### src/rtl/mc_chan_pkg.sv
package mc_chan_pkg;
  typedef enum logic [1:0] {
    ACT_HOLD = 2'd0,
    ACT_SET  = 2'd1,
    ACT_CLR  = 2'd2,
    ACT_TGL  = 2'd3
  } pin_act_e;

  typedef enum logic [1:0] {
    CAP_OFF  = 2'd0,
    CAP_RISE = 2'd1,
    CAP_FALL = 2'd2,
    CAP_ANY  = 2'd3
  } cap_mode_e;

  typedef struct packed {
    logic      tb_sel;
    logic      match_en;
    pin_act_e  act;
    cap_mode_e cap_mode;
  } chan_cfg_t;

  localparam int unsigned NUM_EVT   = 3;
  localparam int unsigned EVT_MATCH = 0;
  localparam int unsigned EVT_CAP   = 1;
  localparam int unsigned EVT_LINK  = 2;
endpackage

### src/rtl/mc_tb_mux.sv
module mc_tb_mux #(
  parameter int unsigned TB_W   = 16,
  parameter int unsigned NUM_TB = 2,
  localparam int unsigned SEL_W = (NUM_TB > 1) ? $clog2(NUM_TB) : 1
) (
  input  logic [NUM_TB-1:0][TB_W-1:0] tb_i,
  input  logic [SEL_W-1:0]            sel_i,
  output logic [TB_W-1:0]             tb_o
);
  always_comb begin
    tb_o = tb_i[0];
    for (int k = 1; k < NUM_TB; k++) begin
      if (sel_i == SEL_W'(k)) tb_o = tb_i[k];
    end
  end
endmodule

### src/rtl/mc_match_unit.sv
module mc_match_unit
  import mc_chan_pkg::*;
#(
  parameter int unsigned TB_W = 16
) (
  input  logic            clk_i,
  input  logic            rst_ni,
  input  logic [TB_W-1:0] tb_i,
  input  logic [TB_W-1:0] cmp_i,
  input  logic            en_i,
  input  pin_act_e        act_i,
  output logic            hit_o,
  output logic            pin_o
);
  logic eq, eq_q, pin_q;

  assign eq    = (tb_i == cmp_i);
  // one hit per equality window
  assign hit_o = en_i & eq & ~eq_q;

  always_ff @(posedge clk_i or negedge rst_ni) begin
    if (!rst_ni) eq_q <= 1'b0;
    else         eq_q <= eq;
  end

  always_ff @(posedge clk_i or negedge rst_ni) begin
    if (!rst_ni) begin
      pin_q <= 1'b0;
    end else if (hit_o) begin
      unique case (act_i)
        ACT_SET:  pin_q <= 1'b1;
        ACT_CLR:  pin_q <= 1'b0;
        ACT_TGL:  pin_q <= ~pin_q;
        default:  pin_q <= pin_q;
      endcase
    end
  end

  assign pin_o = pin_q;
endmodule

### src/rtl/mc_capture_unit.sv
module mc_capture_unit
  import mc_chan_pkg::*;
#(
  parameter int unsigned TB_W = 16
) (
  input  logic            clk_i,
  input  logic            rst_ni,
  input  logic [TB_W-1:0] tb_i,
  input  logic            pin_i,
  input  cap_mode_e       mode_i,
  output logic            hit_o,
  output logic [TB_W-1:0] cap_o
);
  logic pin_q, rise, fall;
  logic [TB_W-1:0] cap_q;

  always_ff @(posedge clk_i or negedge rst_ni) begin
    if (!rst_ni) pin_q <= 1'b0;
    else         pin_q <= pin_i;
  end

  assign rise = pin_i & ~pin_q;
  assign fall = ~pin_i & pin_q;

  always_comb begin
    unique case (mode_i)
      CAP_RISE: hit_o = rise;
      CAP_FALL: hit_o = fall;
      CAP_ANY:  hit_o = rise | fall;
      default:  hit_o = 1'b0;
    endcase
  end

  always_ff @(posedge clk_i or negedge rst_ni) begin
    if (!rst_ni)    cap_q <= '0;
    else if (hit_o) cap_q <= tb_i;
  end

  assign cap_o = cap_q;
endmodule

### src/rtl/mc_event_latch.sv
module mc_event_latch #(
  parameter int unsigned N = 3
) (
  input  logic         clk_i,
  input  logic         rst_ni,
  input  logic [N-1:0] set_i,
  input  logic         ack_i,
  output logic [N-1:0] flag_o,
  output logic         srq_o
);
  for (genvar g = 0; g < N; g++) begin : g_flag
    logic flag_q;
    // set wins over ack; repeated sets merge
    always_ff @(posedge clk_i or negedge rst_ni) begin
      if (!rst_ni) flag_q <= 1'b0;
      else         flag_q <= set_i[g] | (flag_q & ~ack_i);
    end
    assign flag_o[g] = flag_q;
  end

  assign srq_o = |flag_o;
endmodule

### src/rtl/mc_timer_chan.sv
module mc_timer_chan
  import mc_chan_pkg::*;
#(
  parameter int unsigned TB_W = 16
) (
  input  logic            clk_i,
  input  logic            rst_ni,
  input  logic [TB_W-1:0] tb_a_i,
  input  logic [TB_W-1:0] tb_b_i,
  input  logic            cfg_wr_i,
  input  logic            cfg_tb_sel_i,
  input  logic            cfg_match_en_i,
  input  logic [1:0]      cfg_pin_act_i,
  input  logic [1:0]      cfg_cap_mode_i,
  input  logic            match_wr_i,
  input  logic [TB_W-1:0] match_val_i,
  input  logic            pin_i,
  input  logic            link_i,
  input  logic            ack_i,
  output logic            pin_o,
  output logic [TB_W-1:0] cap_val_o,
  output logic            match_flag_o,
  output logic            cap_flag_o,
  output logic            link_flag_o,
  output logic            srq_o
);
  chan_cfg_t          cfg_q;
  logic [TB_W-1:0]    match_q;
  logic [TB_W-1:0]    tb_sel_val;
  logic               match_hit, cap_hit;
  logic [NUM_EVT-1:0] evt_set, evt_flag;

  always_ff @(posedge clk_i or negedge rst_ni) begin
    if (!rst_ni) begin
      cfg_q <= '{tb_sel: 1'b0, match_en: 1'b0, act: ACT_HOLD, cap_mode: CAP_OFF};
    end else if (cfg_wr_i) begin
      cfg_q <= '{tb_sel:   cfg_tb_sel_i,
                 match_en: cfg_match_en_i,
                 act:      pin_act_e'(cfg_pin_act_i),
                 cap_mode: cap_mode_e'(cfg_cap_mode_i)};
    end
  end

  always_ff @(posedge clk_i or negedge rst_ni) begin
    if (!rst_ni)         match_q <= '0;
    else if (match_wr_i) match_q <= match_val_i;
  end

  mc_tb_mux #(.TB_W(TB_W), .NUM_TB(2)) u_tb_mux (
    .tb_i  ({tb_b_i, tb_a_i}),
    .sel_i (cfg_q.tb_sel),
    .tb_o  (tb_sel_val)
  );

  mc_match_unit #(.TB_W(TB_W)) u_match (
    .clk_i  (clk_i),
    .rst_ni (rst_ni),
    .tb_i   (tb_sel_val),
    .cmp_i  (match_q),
    .en_i   (cfg_q.match_en),
    .act_i  (cfg_q.act),
    .hit_o  (match_hit),
    .pin_o  (pin_o)
  );

  mc_capture_unit #(.TB_W(TB_W)) u_capture (
    .clk_i  (clk_i),
    .rst_ni (rst_ni),
    .tb_i   (tb_sel_val),
    .pin_i  (pin_i),
    .mode_i (cfg_q.cap_mode),
    .hit_o  (cap_hit),
    .cap_o  (cap_val_o)
  );

  always_comb begin
    evt_set            = '0;
    evt_set[EVT_MATCH] = match_hit;
    evt_set[EVT_CAP]   = cap_hit;
    evt_set[EVT_LINK]  = link_i;
  end

  mc_event_latch #(.N(NUM_EVT)) u_evt (
    .clk_i  (clk_i),
    .rst_ni (rst_ni),
    .set_i  (evt_set),
    .ack_i  (ack_i),
    .flag_o (evt_flag),
    .srq_o  (srq_o)
  );

  assign match_flag_o = evt_flag[EVT_MATCH];
  assign cap_flag_o   = evt_flag[EVT_CAP];
  assign link_flag_o  = evt_flag[EVT_LINK];
endmodule

### config.mk
export PLATFORM = sky130hd
export DESIGN_NAME = mc_timer_chan
export DESIGN_NICKNAME = d
export VERILOG_FILES = /design/src/rtl/mc_chan_pkg.sv /design/src/rtl/mc_tb_mux.sv /design/src/rtl/mc_match_unit.sv /design/src/rtl/mc_capture_unit.sv /design/src/rtl/mc_event_latch.sv /design/src/rtl/mc_timer_chan.sv
export SDC_FILE = /design/constraint.sdc
export NUM_CORES = 1
export LEC_CHECK = 0
export CAP_MARGIN = 20
export CELL_PAD_IN_SITES_DETAIL_PLACEMENT = 1
export CELL_PAD_IN_SITES_GLOBAL_PLACEMENT = 2
export CORE_MARGIN = 2
export CORE_UTILIZATION = 35
export DETAILED_ROUTE_END_ITERATION = 16
export DONT_BUFFER_PORTS = 1
export GPL_TIMING_DRIVEN = 0
export PLACE_DENSITY = 0.86
export SLEW_MARGIN = 30
export SYNTH_ARGS = -nofsm -noshare
export SYNTH_HDL_FRONTEND = slang
export SYNTH_SLANG_ARGS = --single-unit
### constraint.sdc
create_clock -name clk_i -period 1.7 [get_ports clk_i]
set_input_delay 0.34 -clock clk_i [delete_from_list [all_inputs] [get_ports clk_i]]
set_output_delay 0.34 -clock clk_i [all_outputs]
set_load 0.03 [all_outputs]
==> run metrics, run 1 <==
Post-Syn Area 2010 µm²; Worst VDD drop 0.461 mV; CP startpoint cfg_q[5]; share of layout cells above drive strength 1 32.0%; drt initial violations 27; Highest Clock Rate 0.484 GHz; Max-Cap Viols 0; post-route insts no fill 247; clk sinks 44; Tmin final 2.06 ns; detailed-router iteration count before antenna repair 4; final wirelength 5030 µm; Min-Delay Path Class primary input to flop; setup ws final -0.365 ns; Slew @ Worst Pin 0.650 ns; Horiz. Die Dim 79.8 µm; CP arrival 2.23 ns; Mapped Nets 224; DRC 0; M1 WL 1820 µm; Routed Antenna Nets 0; reg2reg path depth 8; Pleak 1.02 nW; port buffer count 0; DP Wirelength 3630 µm; Netlist cell types 23; Routability Congestion 0.770; skew final 0.00431 ns; routed vias 1284; clk_lat worst skew 0.28 ns; Top Metal Used met4; Placed Area 2100 µm²; Total Nets Final 237; Critical path destination u_match.pin_o; worst reg2reg path startpoint cfg_q[5]; row count 27; Pwr Density 1160 nW/µm²; fin. max-slew vios 0; Final period util 121%; TritonCTS Buffers 5; reg-to-reg endpoint u_match.pin_o; synth-to-layout area growth 21.5%; vias in the first global route 1503; drt wl/cell 20.4 µm; largest net degree at the start of global routing 45; CP endpoint kind flop; Crit Path Max Fanout 5; most common cell after layout, fill and taps aside dfrtp_1; failing checks setup timing; clock-pin slew on the worst setup and hold paths 0.08 ns; initial antenna violation count 0; Finished Core Util 44.2%; DR vias/cell 5.20; CTS tree done; Hold Worst Slack 0.0777 ns; FF+latch count, synth 44; Die Y-Extent 79.8 µm; commonest cells after routing, fill and taps aside 44 x dfrtp_1, 22 x mux2_2, 16 x nor2_1, 16 x a21oi_1, 14 x xor2_1; Final Hold Viols 0; GRT overflow 0; Post-synth EDFFs 0; total chip power 0.00283 W; Layout fillers 579; top_reg_cell synth dfrtp_1; crit path kind flop to flop; sequential fraction of the synthesis area 54.7%; Die Area 6370 µm²; r2r setup slk -0.36 ns; Initial Utilization 36.3%; Worst EP required 1.87 ns; status finished with violations; max_slew headroom 56.7%; unrepaired setup endpoints after global routing yes; IO Pins 82; Clock Tree Buf Depth 2; FFs w/ async S/R, synth 100%; H-tree depth 2; cell count after placement 233; setup violators final 3; Total Routing Usage GR 16.3%; WL met3 401 µm; Core Region 5540 µm²; final instance area 2450 µm²; global-route wire length before repair 7610 µm; Root Buffer clkbuf_8; cell count of the worst hold path 0; post-synthesis cell count 161; Synth Warn # 0; Critical Path Source Type flop; diode count 0; syn_area_per_cell 12.5 µm²; WL met2 2730 µm
==> sequential cells by signal, summed over array words and instances (netlist names) <==
name / cells
cfg_q: 6
match_q: 16
u_capture.cap_o: 16
u_capture.pin_q: 1
u_evt.g_flag.flag_q: 3
u_match.eq_q: 1
u_match.pin_o: 1
==> where the power goes <==
group / internal (W) / switching (W) / total (W)
Combinational: 0.000280 / 0.000272 / 0.000552
Sequential: 0.00122 / 0.000394 / 0.00162
Clock: 0.000332 / 0.000327 / 0.000658
Total: 0.00183 / 0.000993 / 0.00283
==> metrics by stage <==
step / TNS (ns) / setup WS [ns]
6_report: -0.756 / -0.365
5_1_grt: -1.15 / -0.499
4_1_cts: -0.752 / -0.365
3_5_place_dp: -5.87 / -0.504
3_3_place_gp: -3.66 / -0.414
2_1_floorplan: -0.109 / -0.109
==> kinds of logic after synthesis <==
logic type / share of synthesized area (%)
buffers and inverters: 3.42
AO/OA/AOI/OAI: 6.15
multiplexers: 20.9
adder cells (fa/ha/maj): 1.24
flip-flops: 54.7
XOR/XNOR: 6.96
AND/OR/NAND/NOR: 6.59
==> timing repair <==
action,4_1_cts,5_1_grt
endpoints found under the setup margin,21,12
gates resized for setup,17,16
pin swaps,9,6
cloned,1,0
hold buffers,2,0
hold endpoints to repair,44,0
setup buffers,3,0
==> how the worst min path moves through the flow <==
stage / slack (ns) / startpoint / end
3_3_place_gp: 0.05 / rst_ni / u_capture.pin_q
6_report: 0.08 / pin_i / u_capture.pin_q
5_1_grt: 0.05 / pin_i / u_capture.pin_q
4_1_cts: 0.07 / pin_i / u_capture.pin_q
3_5_place_dp: 0.05 / rst_ni / u_capture.pin_q
2_1_floorplan: 0.04 / rst_ni / cfg_q[0]
==> per-layer routing <==
layer | vias up | GRT usage, %
met4 | 0 | 4.58
li1 | 575 | -
met2 | 58 | 30.6
met5 | - | 0
met1 | 642 | 16.7
met3 | 9 | 6.22
==> worst max-delay path, stage by stage (launching register included) <==
cell     delay, ns
dfrtp_1       0.35
buf_6         0.14
buf_12        0.15
mux2i_1       0.29
xor2_1        0.22
nand4_1       0.22
nor4_4        0.29
and3_1        0.23
a21oi_2       0.05
==> synth_stat cells, types with 2 or more instances <==
cell,number,area [µm²]
nand2_1,2,7.51
a21oi_1,16,80.1
mux2i_1,16,160
inv_1,4,15.0
a21o_1,2,15.0
clkbuf_1,6,22.5
mux2_2,22,248
dfrtp_1,44,1100
xor2_1,16,140
nand4_1,4,25.0
nor2_1,16,60.1
ha_1,2,25.0
==> layout make-up <==
cell class | instances | area [µm²] | area share, %
buffer | 8 | 71.3 | 2.92
tap | 72 | 90.1 | 3.68
inverter | 4 | 15.0 | 0.614
multi-input combinational | 105 | 978 | 40.0
timing repair buffer | 6 | 100 | 4.09
sequential | 44 | 1100 | 45.0
clock buffer | 8 | 90.1 | 3.68
Power figures use the tool's default switching activity.
==> inputs of run 2 (changes only) <==
- CORE_UTILIZATION: 35 -> 24
- DONT_BUFFER_PORTS: 1 -> default
- PLACE_DENSITY: 0.86 -> 0.88
==> run 2 against run 1 <==
Compared with the run above:
- sequential share of layout area is 11 points lower
- critical endpoint unchanged
- the run still ends with setup timing left
- final area rose by 34%
- count of clock-buffer cells in the layout shrank 2
- largest cell class unchanged
- highest routed layer unchanged
- register-to-register slack about the same
- combinational power rose by 120%
- non-clock buffer count up 79
- via count increased by 21%
- worst hold slack got worse by 0.053 ns
- critical path depth unchanged
==> run metrics, run 2 (synthesis results as in run 1) <==
Min-Delay Path Class primary input to async pin; CP arrival 2.23 ns; diode count 0; Total Nets Final 316; Die Y-Extent 95.6 µm; crit path kind flop to flop; row count 33; status finished with violations; drt initial violations 31; share of layout cells above drive strength 1 22.4%; port buffer count 79; unrepaired setup endpoints after global routing yes; Root Buffer clkbuf_8; TritonCTS Buffers 5; Max-Cap Viols 0; hold-fix buffers at CTS 0; reg-to-reg endpoint u_match.pin_o; Final period util 121%; synth-to-layout area growth 62.9%; Clock Tree Buf Depth 2; DR vias/cell 4.32; CTS tree done; DRC 0; Slew @ Worst Pin 0.556 ns; Levels on crit path 8; Routability Congestion 0.748; total chip power 0.00329 W; clk sinks 44; slowest library cell on the worst path nor4_4; setup ws final -0.359 ns; Worst EP required 1.88 ns; most common cell after layout, fill and taps aside clkdlybuf4s50_1; DP Wirelength 4280 µm; Pwr Density 1000 nW/µm²; Initial Utilization 24.6%; CP top delay family simple AND/OR/NAND/NOR gates; failing checks setup timing; critical-path cell list buf_8 -> buf_12 -> mux2i_4 -> xor2_1 -> nand4_1 -> nor4_4 -> and3_1 -> a21oi_2; routed vias 1551; Tmin final 2.06 ns; max_slew headroom 63.0%; Horiz. Die Dim 95.6 µm; GRT overflow 0; Final Hold Viols 0; reg2reg path depth 8; global-route wire length before repair 8780 µm; CP endpoint kind flop; worst reg2reg path startpoint cfg_q[5]; final setup TNS -0.768 ns; clock-pin slew on the worst setup and hold paths 0.08 ns; Critical Path Source Type flop; clk_lat worst skew 0.29 ns; Core Region 8180 µm²; largest net degree at the start of global routing 45; initial antenna violation count 0; Critical path destination u_match.pin_o; Crit Path Max Fanout 6; CP peak stage delay 0.43 ns; vias in the first global route 1691; final wirelength 5670 µm; IO Pins 82; fin. max-slew vios 0; detailed-router iteration count before antenna repair 4; Worst VDD drop 0.311 mV; worst path bufs/invs 2; commonest cells after routing, fill and taps aside 57 x clkdlybuf4s50_1, 44 x dfrtp_1, 22 x mux2_2; Routed Antenna Nets 0; setup violators final 3; drt wl/cell 15.8 µm; Total Routing Usage GR 13.0%; skew final 0.00713 ns; CP startpoint cfg_q[5]; H-tree depth 2; Highest Clock Rate 0.486 GHz; Die Area 9140 µm²; Pleak 1.46 nW; r2r setup slk -0.36 ns
run 2: cell types whose count changed in the layout (fill, tap and decap cells not counted), moves of 2 or more:
| cell | change |
|---|---|
| xor2_2 | -2 |
| dlygate4sd2_1 | +6 |
| dlymetal6s2s_1 | +14 |
| clkdlybuf4s50_1 | +57 |
| xor2_1 | +2 |
run 2: metal layers:
metal	global-route usage [%]	wire [µm]	part of all wire [%]
met5	0	0	0
met4	4.88	138	2.4
met3	2.29	253	4.5
met2	23.3	3010	53
met1	15.4	2270	40
run 2: metrics by stage:
step                std cells  hold WS [ns]  worst slack, ns  utilization, %  area, µm²
global placement          345         0.458           -0.930            35.9       2940
finish                    359        0.0250           -0.359            40.1       3280
floorplan                 161        0.0444           -0.109               -       2010
CTS                       359        0.0495           -0.385            39.7       3250
detailed placement        345         0.374           -0.746            35.9       2930
global route              359        0.0699           -0.486            40.1       3280
run 2: how the worst min path moves through the flow:
stage / slack, ns / cells past startpoint / to
2_1_floorplan: 0.04 / 0 / cfg_q[0]
3_3_place_gp: 0.46 / 1 / u_match.pin_o
3_5_place_dp: 0.37 / 1 / match_q[3]
4_1_cts: 0.05 / 1 / match_q[3]
5_1_grt: 0.07 / 1 / match_q[3]
6_report: 0.02 / 1 / u_capture.cap_o[1]
run 2: final cells by class:
type | instances | area [µm²]
multi-input combinational | 105 | 957
sequential | 44 | 1100
timing repair buffer | 85 | 888
inverter | 4 | 15.0
tap | 105 | 131
fill | 908 | 4900
clock buffer | 6 | 72.6
buffer | 8 | 78.8
clock inverter | 2 | 35.0
run 2: where the power goes:
| group | internal (W) | total, W | switching [W] |
|---|---|---|---|
| Clock | 0.000436 | 0.000777 | 0.000341 |
| Sequential | 0.00122 | 0.00133 | 0.000102 |
| Combinational | 0.000562 | 0.00119 | 0.000628 |
| Total | 0.00222 | 0.00329 | 0.00107 |
run 2: repair_timing:
item	CTS	global route
gates resized for setup	37	17
hold endpoints to repair	0	0
pin swaps	8	2
gates cloned	2	0
setup buffers	4	0
endpoints found under the setup margin	26	18
==> inputs of run 3 (changes only) <==
- ABC_CLOCK_PERIOD_IN_PS: default -> 1700
==> results of run 3 <==
Same layout as run 2: the final DEF is identical, and so are final timing and power.
